### config.mk
export PLATFORM = sky130hd
export DESIGN_NAME = mtg_traffic_gen
export DESIGN_NICKNAME = d
export VERILOG_FILES = /design/src/rtl/mtg_pkg.sv /design/src/rtl/mtg_lfsr.sv /design/src/rtl/mtg_dest_calc.sv /design/src/rtl/mtg_inject_gate.sv /design/src/rtl/mtg_timers.sv /design/src/rtl/mtg_traffic_gen.sv
export SDC_FILE = /design/constraint.sdc
export NUM_CORES = 1
export LEC_CHECK = 0
export BUFFER_PORTS_ARGS = -buffer_cell sky130_fd_sc_hd__buf_2
export CORE_ASPECT_RATIO = 0.6
export CORE_MARGIN = 3
export CORE_UTILIZATION = 55
export CTS_CLUSTER_DIAMETER = 150
export CTS_CLUSTER_SIZE = 8
export DETAILED_ROUTE_END_ITERATION = 16
export HOLD_SLACK_MARGIN = 0.03
export PLACE_DENSITY = 0.75
export SETUP_SLACK_MARGIN = 0.3
export SYNTH_ARGS = -nofsm -noshare
export SYNTH_HDL_FRONTEND = slang
export SYNTH_SLANG_ARGS = --single-unit
### constraint.sdc
create_clock -name clk -period 37.1 [get_ports clk]
set_input_delay 7.42 -clock clk [delete_from_list [all_inputs] [get_ports clk]]
set_output_delay 7.42 -clock clk [all_outputs]
set_load 0.02 [all_outputs]
### src/rtl/mtg_pkg.sv
`timescale 1ns/1ps
package mtg_pkg;

  typedef enum logic [1:0] {
    PAT_UNIFORM    = 2'd0,
    PAT_TORNADO    = 2'd1,
    PAT_COMPLEMENT = 2'd2,
    PAT_SELF       = 2'd3
  } pattern_e;

  typedef enum logic [1:0] {
    CLS_READ   = 2'd0,
    CLS_IFETCH = 2'd1,
    CLS_WRITE  = 2'd2,
    CLS_RSVD   = 2'd3
  } msg_class_e;

  localparam int unsigned RAND_W = 32;
  localparam logic [RAND_W-1:0] LFSR_MASK = 32'h8020_0003;

  // one Galois step, shifting toward bit 0
  function automatic logic [RAND_W-1:0] lfsr_next(input logic [RAND_W-1:0] s);
    lfsr_next = (s >> 1) ^ (s[0] ? LFSR_MASK : '0);
  endfunction

endpackage

### src/rtl/mtg_lfsr.sv
`timescale 1ns/1ps
module mtg_lfsr
  import mtg_pkg::*;
#(
  parameter logic [RAND_W-1:0] SEED = 32'h1ACE_B00C
) (
  input  logic              clk,
  input  logic              rst,
  output logic [RAND_W-1:0] state
);

  logic [RAND_W-1:0] state_q;

  always_ff @(posedge clk) begin
    if (rst) state_q <= SEED;
    else     state_q <= lfsr_next(state_q);
  end

  assign state = state_q;

endmodule

### src/rtl/mtg_dest_calc.sv
`timescale 1ns/1ps
module mtg_dest_calc
  import mtg_pkg::*;
#(
  parameter int unsigned MESH_K = 4,
  localparam int unsigned AX_W  = $clog2(MESH_K),
  localparam int unsigned ID_W  = 2 * AX_W
) (
  input  logic [ID_W-1:0] node_id,
  input  pattern_e        pattern,
  input  logic [ID_W-1:0] rand_bits,
  output logic [ID_W-1:0] dest_id
);

  localparam logic [AX_W-1:0] TORNADO_STEP = AX_W'(MESH_K / 2 - 1);

  logic [AX_W-1:0] my_x, my_y;
  logic [AX_W-1:0] tor_x, cmp_x, cmp_y;

  // K is a power of two: mod and div reduce to bit slices
  assign my_x = node_id[AX_W-1:0];
  assign my_y = node_id[ID_W-1:AX_W];

  // additions wrap at K for free
  assign tor_x = my_x + TORNADO_STEP;
  assign cmp_x = ~my_x;
  assign cmp_y = ~my_y;

  always_comb begin
    unique case (pattern)
      PAT_UNIFORM:    dest_id = rand_bits;
      PAT_TORNADO:    dest_id = {my_y, tor_x};
      PAT_COMPLEMENT: dest_id = {cmp_y, cmp_x};
      default:        dest_id = node_id;
    endcase
  end

endmodule

### src/rtl/mtg_inject_gate.sv
`timescale 1ns/1ps
module mtg_inject_gate
  import mtg_pkg::*;
#(
  parameter int unsigned RANGE  = 1000,
  parameter int unsigned RATE_W = 10,
  parameter int unsigned CNT_W  = 16
) (
  input  logic [RAND_W-1:0] rand_state,
  input  logic [RATE_W-1:0] cfg_rate,
  input  logic              cfg_fixed_mode,
  input  logic [CNT_W-1:0]  cfg_max_pkts,
  input  logic [CNT_W-1:0]  sent_cnt,
  input  logic              run_done,
  input  logic              slot_free,
  output logic              fire,
  output msg_class_e        pkt_class
);

  logic [RAND_W-1:0] gate_val;
  logic              rate_hit;
  logic              budget_ok;
  logic [7:0]        cls_raw;

  assign gate_val  = rand_state % RAND_W'(RANGE);
  assign rate_hit  = gate_val < RAND_W'(cfg_rate);
  assign budget_ok = !cfg_fixed_mode || (sent_cnt < cfg_max_pkts);
  assign fire      = rate_hit && budget_ok && slot_free && !run_done;

  assign cls_raw   = rand_state[23:16];
  assign pkt_class = msg_class_e'(2'(cls_raw % 8'd3));

endmodule

### src/rtl/mtg_timers.sv
`timescale 1ns/1ps
module mtg_timers #(
  parameter int unsigned CYC_W      = 32,
  parameter int unsigned WDOG_LIMIT = 500000,
  localparam int unsigned IDLE_W    = $clog2(WDOG_LIMIT + 1)
) (
  input  logic             clk,
  input  logic             rst,
  input  logic             rsp_valid,
  input  logic [CYC_W-1:0] run_cycles,
  output logic             done,
  output logic             deadlock
);

  localparam logic [IDLE_W-1:0] IDLE_MAX = IDLE_W'(WDOG_LIMIT);

  logic [CYC_W-1:0]  cyc_q, cyc_inc;
  logic [IDLE_W-1:0] idle_q, idle_d;
  logic              done_q, dl_q;

  assign cyc_inc = (&cyc_q) ? cyc_q : cyc_q + 1'b1;

  always_comb begin
    if (rsp_valid)              idle_d = '0;
    else if (idle_q == IDLE_MAX) idle_d = idle_q;
    else                        idle_d = idle_q + 1'b1;
  end

  always_ff @(posedge clk) begin
    if (rst) begin
      cyc_q  <= '0;
      done_q <= 1'b0;
      idle_q <= '0;
      dl_q   <= 1'b0;
    end else begin
      cyc_q  <= cyc_inc;
      done_q <= done_q | (cyc_inc >= run_cycles);
      idle_q <= idle_d;
      dl_q   <= dl_q | (idle_d == IDLE_MAX);
    end
  end

  assign done     = done_q;
  assign deadlock = dl_q;

endmodule

### src/rtl/mtg_traffic_gen.sv
`timescale 1ns/1ps
module mtg_traffic_gen
  import mtg_pkg::*;
#(
  parameter int unsigned MESH_K      = 4,
  parameter int unsigned PRECISION   = 3,
  parameter int unsigned OFFSET_BITS = 6,
  parameter int unsigned ADDR_W      = 32,
  parameter int unsigned CNT_W       = 16,
  parameter int unsigned CYC_W       = 32,
  parameter int unsigned WDOG_LIMIT  = 500000,
  parameter logic [31:0] SEED        = 32'h1ACE_B00C,
  localparam int unsigned AX_W       = $clog2(MESH_K),
  localparam int unsigned ID_W       = 2 * AX_W,
  localparam int unsigned RANGE      = 10 ** PRECISION,
  localparam int unsigned RATE_W     = $clog2(RANGE + 1)
) (
  input  logic              clk,
  input  logic              rst,
  input  logic [ID_W-1:0]   node_id,
  input  logic [1:0]        cfg_pattern,
  input  logic [RATE_W-1:0] cfg_rate,
  input  logic              cfg_fixed_mode,
  input  logic [CNT_W-1:0]  cfg_max_pkts,
  input  logic [CYC_W-1:0]  cfg_run_cycles,
  output logic              req_valid,
  input  logic              req_ready,
  output logic [ADDR_W-1:0] req_addr,
  output logic [1:0]        req_class,
  input  logic              rsp_valid,
  output logic [CNT_W-1:0]  pkt_count,
  output logic              done,
  output logic              deadlock
);

  logic [RAND_W-1:0] rnd;
  logic [ID_W-1:0]   dest_id;
  logic              fire, slot_free;
  msg_class_e        new_class;

  logic              vld_q;
  logic [ADDR_W-1:0] addr_q;
  msg_class_e        cls_q;
  logic [CNT_W-1:0]  cnt_q;

  mtg_lfsr #(.SEED(SEED)) u_lfsr (
    .clk   (clk),
    .rst   (rst),
    .state (rnd)
  );

  mtg_dest_calc #(.MESH_K(MESH_K)) u_dest (
    .node_id   (node_id),
    .pattern   (pattern_e'(cfg_pattern)),
    .rand_bits (rnd[24 +: ID_W]),
    .dest_id   (dest_id)
  );

  assign slot_free = !vld_q || req_ready;

  mtg_inject_gate #(.RANGE(RANGE), .RATE_W(RATE_W), .CNT_W(CNT_W)) u_gate (
    .rand_state     (rnd),
    .cfg_rate       (cfg_rate),
    .cfg_fixed_mode (cfg_fixed_mode),
    .cfg_max_pkts   (cfg_max_pkts),
    .sent_cnt       (cnt_q),
    .run_done       (done),
    .slot_free      (slot_free),
    .fire           (fire),
    .pkt_class      (new_class)
  );

  mtg_timers #(.CYC_W(CYC_W), .WDOG_LIMIT(WDOG_LIMIT)) u_timers (
    .clk        (clk),
    .rst        (rst),
    .rsp_valid  (rsp_valid),
    .run_cycles (cfg_run_cycles),
    .done       (done),
    .deadlock   (deadlock)
  );

  // single-entry output register doubles as the retry holding slot
  always_ff @(posedge clk) begin
    if (rst) begin
      vld_q  <= 1'b0;
      addr_q <= '0;
      cls_q  <= CLS_READ;
      cnt_q  <= '0;
    end else if (fire) begin
      vld_q  <= 1'b1;
      addr_q <= ADDR_W'(dest_id) << OFFSET_BITS;
      cls_q  <= new_class;
      cnt_q  <= cnt_q + 1'b1;
    end else if (req_ready) begin
      vld_q  <= 1'b0;
    end
  end

  assign req_valid = vld_q;
  assign req_addr  = addr_q;
  assign req_class = cls_q;
  assign pkt_count = cnt_q;

endmodule

==> metrics.txt, run 1 <==
Syn Area/Cell=~7.4 um2; worst min-delay path category=reg2reg; Final Hold Viols=0; final std cells w/o fill=roughly 2,200; most frequent cells in the layout=nor2_1, nand2_1, a21oi_1, dfxtp_1, inv_1; hold_ws=0.461 ns; asr flop ratio synth=0%; FP Rows=43; maximum clock rate=approximately 0.044 GHz; Port-buffer cells=93; initial drt markers=1,802; initial antenna violation count=4; sequential area share after synthesis=16.0%; Root Buffer=clkbuf_16; clock sinks=108; Die W=208 um; Post-CTS Hold Fix Bufs=0; htree depth=3; critical path data required time=around 37 ns; Netlist cell types=128; Post-CTS Resized=0; total of max-cap violations=0; ranking of synthesized cells by area=dfxtp_1, ha_1, xnor2_1; Pre-antenna DRT Iters=6; Ports=122; clk buf depth=2; Synth warnings=0; CTS tree=done; drt wl/cell=roughly 17 um; CP max stage cell=a211oi_1; DRC viols=0; area grow syn2layout=4.93%; CP Capture Type=flop; setup TNS=0 ns; Core Area=roughly 0.024 mm2; overflow left after global routing=0; crit start category=flop; Tightest Pin Transition=1.27 ns; die height=127 um; Via Count=around 14,000; vias in the first global route=12,200; Post-synth EDFFs=0; full die area=between 0.02 and 0.03 mm2; vias per inst=6.43; most used cell, CP=a21oi_1; Slew Viols, Final=0; max-slew headroom at the worst pin=15.2%; Tcrit/Tclk final=61.4%; Routability Congestion=1.00; commonest non-fill, non-tap cell in the layout=nor2_1; Post-Synthesis Cells=1,831; layout cells sized above 1=12.5%; min cycle time layout=approximately 23 ns; clk slew on worst S/H paths=0.08 ns; DPL Wire Length=29.0 mm; CTS Buf Count=9; type of the worst setup path=reg2reg; status=finished clean; Overall Global Routing Usage=26.9%; CP arrival=23.00 ns; Synth top area share=16.0%; nets@finish=1,971; Final setup violation count=0; first-pass GRT wire length=between 60 and 70 mm; final WL=about 37 mm; top cell type by total area after synthesis=dfxtp_1; flip-flop and latch count after synthesis=108; Clock Latency Late Sink=0.36 ns; worst-path fanout max=20; setup bufs post-CTS=0; Worst Clk Skew=0.00884 ns; CP max stage delay=1.01 ns; Main synth FF type=dfxtp_1; # fillers=approximately 2,100; Antenna Nets Post-Route=0; largest net degree at the start of global routing=93; Cells after DPL=2,143; Initial Utilization=57.2%; mapped cell area=0.0135 mm2; RSZ-0062 raised after global routing=no
[logic make-up after synthesis]
logic type	after synthesis	share of synthesized area, %
AO/OA/AOI/OAI	532	29.6
XOR/XNOR	126	8.36
adder cells (fa/ha/maj)	73	6.57
buffers and inverters	226	7.75
flip-flops	108	16.0
multiplexers	50	4.15
other	1	0.0277
AND/OR/NAND/NOR	715	27.5
[routing by layer]
layer  up-vias  global-route usage [%]  wire, um
li1       6745                       -         -
met1      6400                    42.4     18500
met2       684                    36.8     14400
met3        46                    6.87      4000
met4         8                    3.80       294
met5         -                       0        53
[registers in the layout, indices dropped and copies added, names as in the netlist]
signal	cells
req_addr	4
u_lfsr.state	32
u_timers.idle_q	19
u_timers.cyc_q	32
req_class	2
u_timers.deadlock	1
pkt_count	16
u_timers.done	1
req_valid	1
[synth_stat cells (7+ instances only)]
library cell,n
nor2_1,181
clkbuf_1,55
a211oi_1,27
dfxtp_1,108
o32ai_1,8
o31ai_1,18
and3_1,32
nand2_1,125
a31oi_1,22
nand3_1,81
a41oi_1,7
o21ai_0,71
nor3_1,45
a211o_1,12
maj3_1,10
nor4_1,13
o211ai_1,25
buf_1,8
o2111ai_1,13
o22ai_1,10
mux2i_1,27
buf_2,20
a21oi_1,108
or2_2,25
a22oi_1,10
or3_1,27
and2_1,22
nor2b_1,51
o21a_1,9
o31a_1,7
xnor2_1,84
o21ai_1,13
nand2b_1,30
a21o_1,15
xor2_1,40
buf_4,34
and4_1,8
ha_1,63
mux2_2,18
nand4_1,25
inv_1,100
[final timing paths]
kind | slack, ns | to | depth (start not counted) | startpoint
min reg2reg | 0.46 | req_addr[7]$_SDFFE_PP0P_ | 2 | req_addr[7]$_SDFFE_PP0P_
min | 0.46 | req_addr[7]$_SDFFE_PP0P_ | 2 | req_addr[7]$_SDFFE_PP0P_
max | 14.32 | pkt_count[15]$_SDFFE_PP0P_ | 68 | u_lfsr.state[25]$_SDFF_PP1_
max reg2reg | 14.32 | pkt_count[15]$_SDFFE_PP0P_ | 68 | u_lfsr.state[25]$_SDFF_PP1_
[through the flow]
step | utilization [%] | setup slack (ns) | instance area, um2
after floorplan | - | 19.13 | 13600
after global routing | 60.0 | 12.33 | 14200
final | 60.1 | 14.32 | 14200
after detailed placement | 58.5 | 15.16 | 13800
after global placement | 58.5 | 15.78 | 13800
after CTS | 60.0 | 14.92 | 14200
[final cells by class]
| cell class | count | area [um2] | share of cell area [%] |
|---|---|---|---|
| Tap cell | 315 | 394 | 2.78 |
| Inverter | 102 | 383 | 2.70 |
| Antenna cell | 1 | 2.50 | 0.0176 |
| Sequential cell | 108 | 2160 | 15.2 |
| Multi-Input combinational cell | 1524 | 10400 | 73.4 |
| Timing Repair Buffer | 94 | 473 | 3.33 |
| Clock inverter | 7 | 135 | 0.953 |
| Clock buffer | 9 | 225 | 1.59 |
[critical path: cells and delay by family, from the launching register on]
family                     cells  cell delay, ns
muxes                          4            1.67
buffers and inverters          1            0.38
AOI/OAI and AO/OA             36           12.92
and+or+nand+nor               21            4.91
DFF                            1            0.76
xor gates and xnor gates       4            1.18
adders and majority gates      2            0.77
Power of run 1 is not shown: default switching activity piles up to over one toggle a cycle in this logic, so the estimate is an artifact.
==> run 2: changes to the inputs <==
ABC_AREA = 1   (was default)
clock period = 23.3 ns   (was 37.1 ns; I/O delays follow)
==> run 2 against run 1 <==
Net effect: die area decreased by 5.5%; clock skew increased by 0.0088 ns; synthesized cell count increased by 7.7%.
==> metrics.txt, run 2 <==
reg-to-reg slack, setup=8.17 ns (-6.15 ns); total of max-cap violations=0 (unchanged); top cell type by total area after synthesis=dfxtp_1; maximum clock rate=0.0661 GHz (+51%); antenna cells=0 (-1); Overall Global Routing Usage=25.0% (-2.0 points); top cells by count, synth=nand2_1, inv_1, nor2_1; overflow left after global routing=0 (unchanged); Syn Area/Cell=6.46 um2 (-12%); Final setup violation count=0 (unchanged); Util after Layout=61.4% (+1.3 points); Final Instance Area=0.0137 mm2 (-3.1%); Slew Viols, Final=0 (unchanged); drt wl/cell=13.4 um (-23%); layout cells sized above 1=24.7% (+12 points); clk buf depth=2 (unchanged); Pre-antenna DRT Iters=5 (-1); DRC viols=0 (unchanged); initial drt markers=994 (-45%); placed cell areas=0.0134 mm2 (-2.8%); die height=124 um (-2.8%); sequential area share after synthesis=17.0% (+0.97 points); Post-CTS Resized=0 (unchanged); critical path data required time=23.56 ns (-13.76 ns); Post-CTS Hold Fix Bufs=0 (unchanged); Initial Utilization=56.9% (-0.29 points); Routability Congestion=0.972 (-2.9%); asr flop ratio synth=0% (unchanged); CP max stage cell=inv_1; CP Capture Type=flop; CP max stage delay=0.63 ns (-0.38 ns); DPL Wire Length=26.0 mm (-10%); worst-path fanout max=23 (+15%); ranking of synthesized cells by area=dfxtp_1, nand2_1, inv_1; nets@finish=2,189 (+11%); CTS Buf Count=9 (unchanged); Clock Latency Late Sink=0.36 ns (about the same); Via Count=12,400 (-11%); Synth top area share=17.0% (+0.97 points); Netlist cell types=67 (-48%); first-pass GRT wire length=52.6 mm (-14%); Synth warnings=0 (unchanged); Tcrit/Tclk final=65.0% (+3.5 points); commonest non-fill, non-tap cell in the layout=nand2_1; max-slew headroom at the worst pin=44.2% (+29 points); Bufs and invs on worst path=13 (+12); area grow syn2layout=7.76%; Antenna Nets Post-Route=0 (unchanged); full die area=0.0251 mm2 (-5.5%); Port-buffer cells=93 (unchanged); hold_ws=0.481 ns (+0.0193 ns); setup TNS=0 ns (unchanged); delay-heaviest family, CP=simple AND/OR/NAND/NOR gates; FP Rows=42 (-2.3%); Final Hold Viols=0 (unchanged); type of the worst setup path=reg2reg; status=finished clean; Core Area=0.0224 mm2 (-5.2%); Worst Clk Skew=0.0177 ns (+0.00882 ns); largest net degree at the start of global routing=73 (-22%); vias in the first global route=10,900 (-11%); Post-synth EDFFs=0 (unchanged); clock sinks=108 (unchanged); most used cell, CP=nand2_2; Die W=203 um (-2.8%); Post-Synthesis Cells=1,972 (+7.7%); initial antenna violation count=0 (-4); most common cell in the netlist=nand2_1; mapped cell area=0.0127 mm2 (-5.7%); CP arrival=15.39 ns (-7.61 ns); Ports=122 (unchanged); Tightest Pin Transition=0.837 ns (-0.428 ns); flip-flop and latch count after synthesis=108 (unchanged); Main synth FF type=dfxtp_1; crit start category=flop; min cycle time layout=15.13 ns (-7.65 ns); worst min-delay path category=reg2reg; RSZ-0062 raised after global routing=no; vias per inst=5.24 (-18%); setup bufs post-CTS=0 (unchanged); final WL=31.6 mm (-15%); clk slew on worst S/H paths=0.08 ns (about the same); CTS tree=done; htree depth=3 (unchanged); Root Buffer=clkbuf_16; most frequent cells in the layout=nand2_1, inv_1, nor2_1
[run 2: final timing paths]
| kind | from | cells past startpoint | end |
|---|---|---|---|
| max | u_lfsr.state[27]$_SDFF_PP1_ | 122 | req_class[1]$_SDFFE_PP0P_ |
| min | u_timers.deadlock$_SDFF_PP0_ | 2 | u_timers.deadlock$_SDFF_PP0_ |
| max reg2reg | u_lfsr.state[27]$_SDFF_PP1_ | 122 | req_class[1]$_SDFFE_PP0P_ |
| min reg2reg | u_timers.deadlock$_SDFF_PP0_ | 2 | u_timers.deadlock$_SDFF_PP0_ |
[run 2: final cells by class]
cell class	count	area [um2]
clock buffer	10	239
clock inverter	6	68.8
fill	2169	8650
inverter	354	1390
multi-input combinational	1488	9010
sequential	108	2160
tap	308	385
timing repair buffer	96	488
[run 2: cells by family after synthesis]
logic type                 share of synthesized area (%)
DFF                                                 17.0
adders and majority gates                           6.18
xor gates and xnor gates                            4.12
other                                             0.0294
buffers and inverters                               13.2
AOI/OAI and AO/OA                                   11.8
and+or+nand+nor                                     47.7
[run 2: worst min-delay path: cells and delay by family, from the launching register on]
family	cells	cell delay [ns]
AO/OA/AOI/OAI	1	0.05
flip-flops	1	0.34
AND/OR/NAND/NOR	1	0.07
[run 2: metrics by stage]
step	cells	worst slack, ns
final	2370	8.17
after global routing	2370	6.50
after CTS	2370	8.28
after detailed placement	2354	8.37
after global placement	2354	8.80
after floorplan	1999	11.02
[run 2: layer usage]
| layer | routed length (um) | up-vias | part of all wire, % | global-route usage [%] |
|---|---|---|---|---|
| met5 | 0 | - | 0 | 0 |
| met3 | 1820 | 29 | 5.7 | 3.73 |
| met4 | 433 | 0 | 1.4 | 4.45 |
| met2 | 12500 | 331 | 40 | 35.6 |
| li1 | - | 6474 | - | - |
| met1 | 16800 | 5581 | 53 | 39.4 |
Power of run 2 is left out for the same reason.
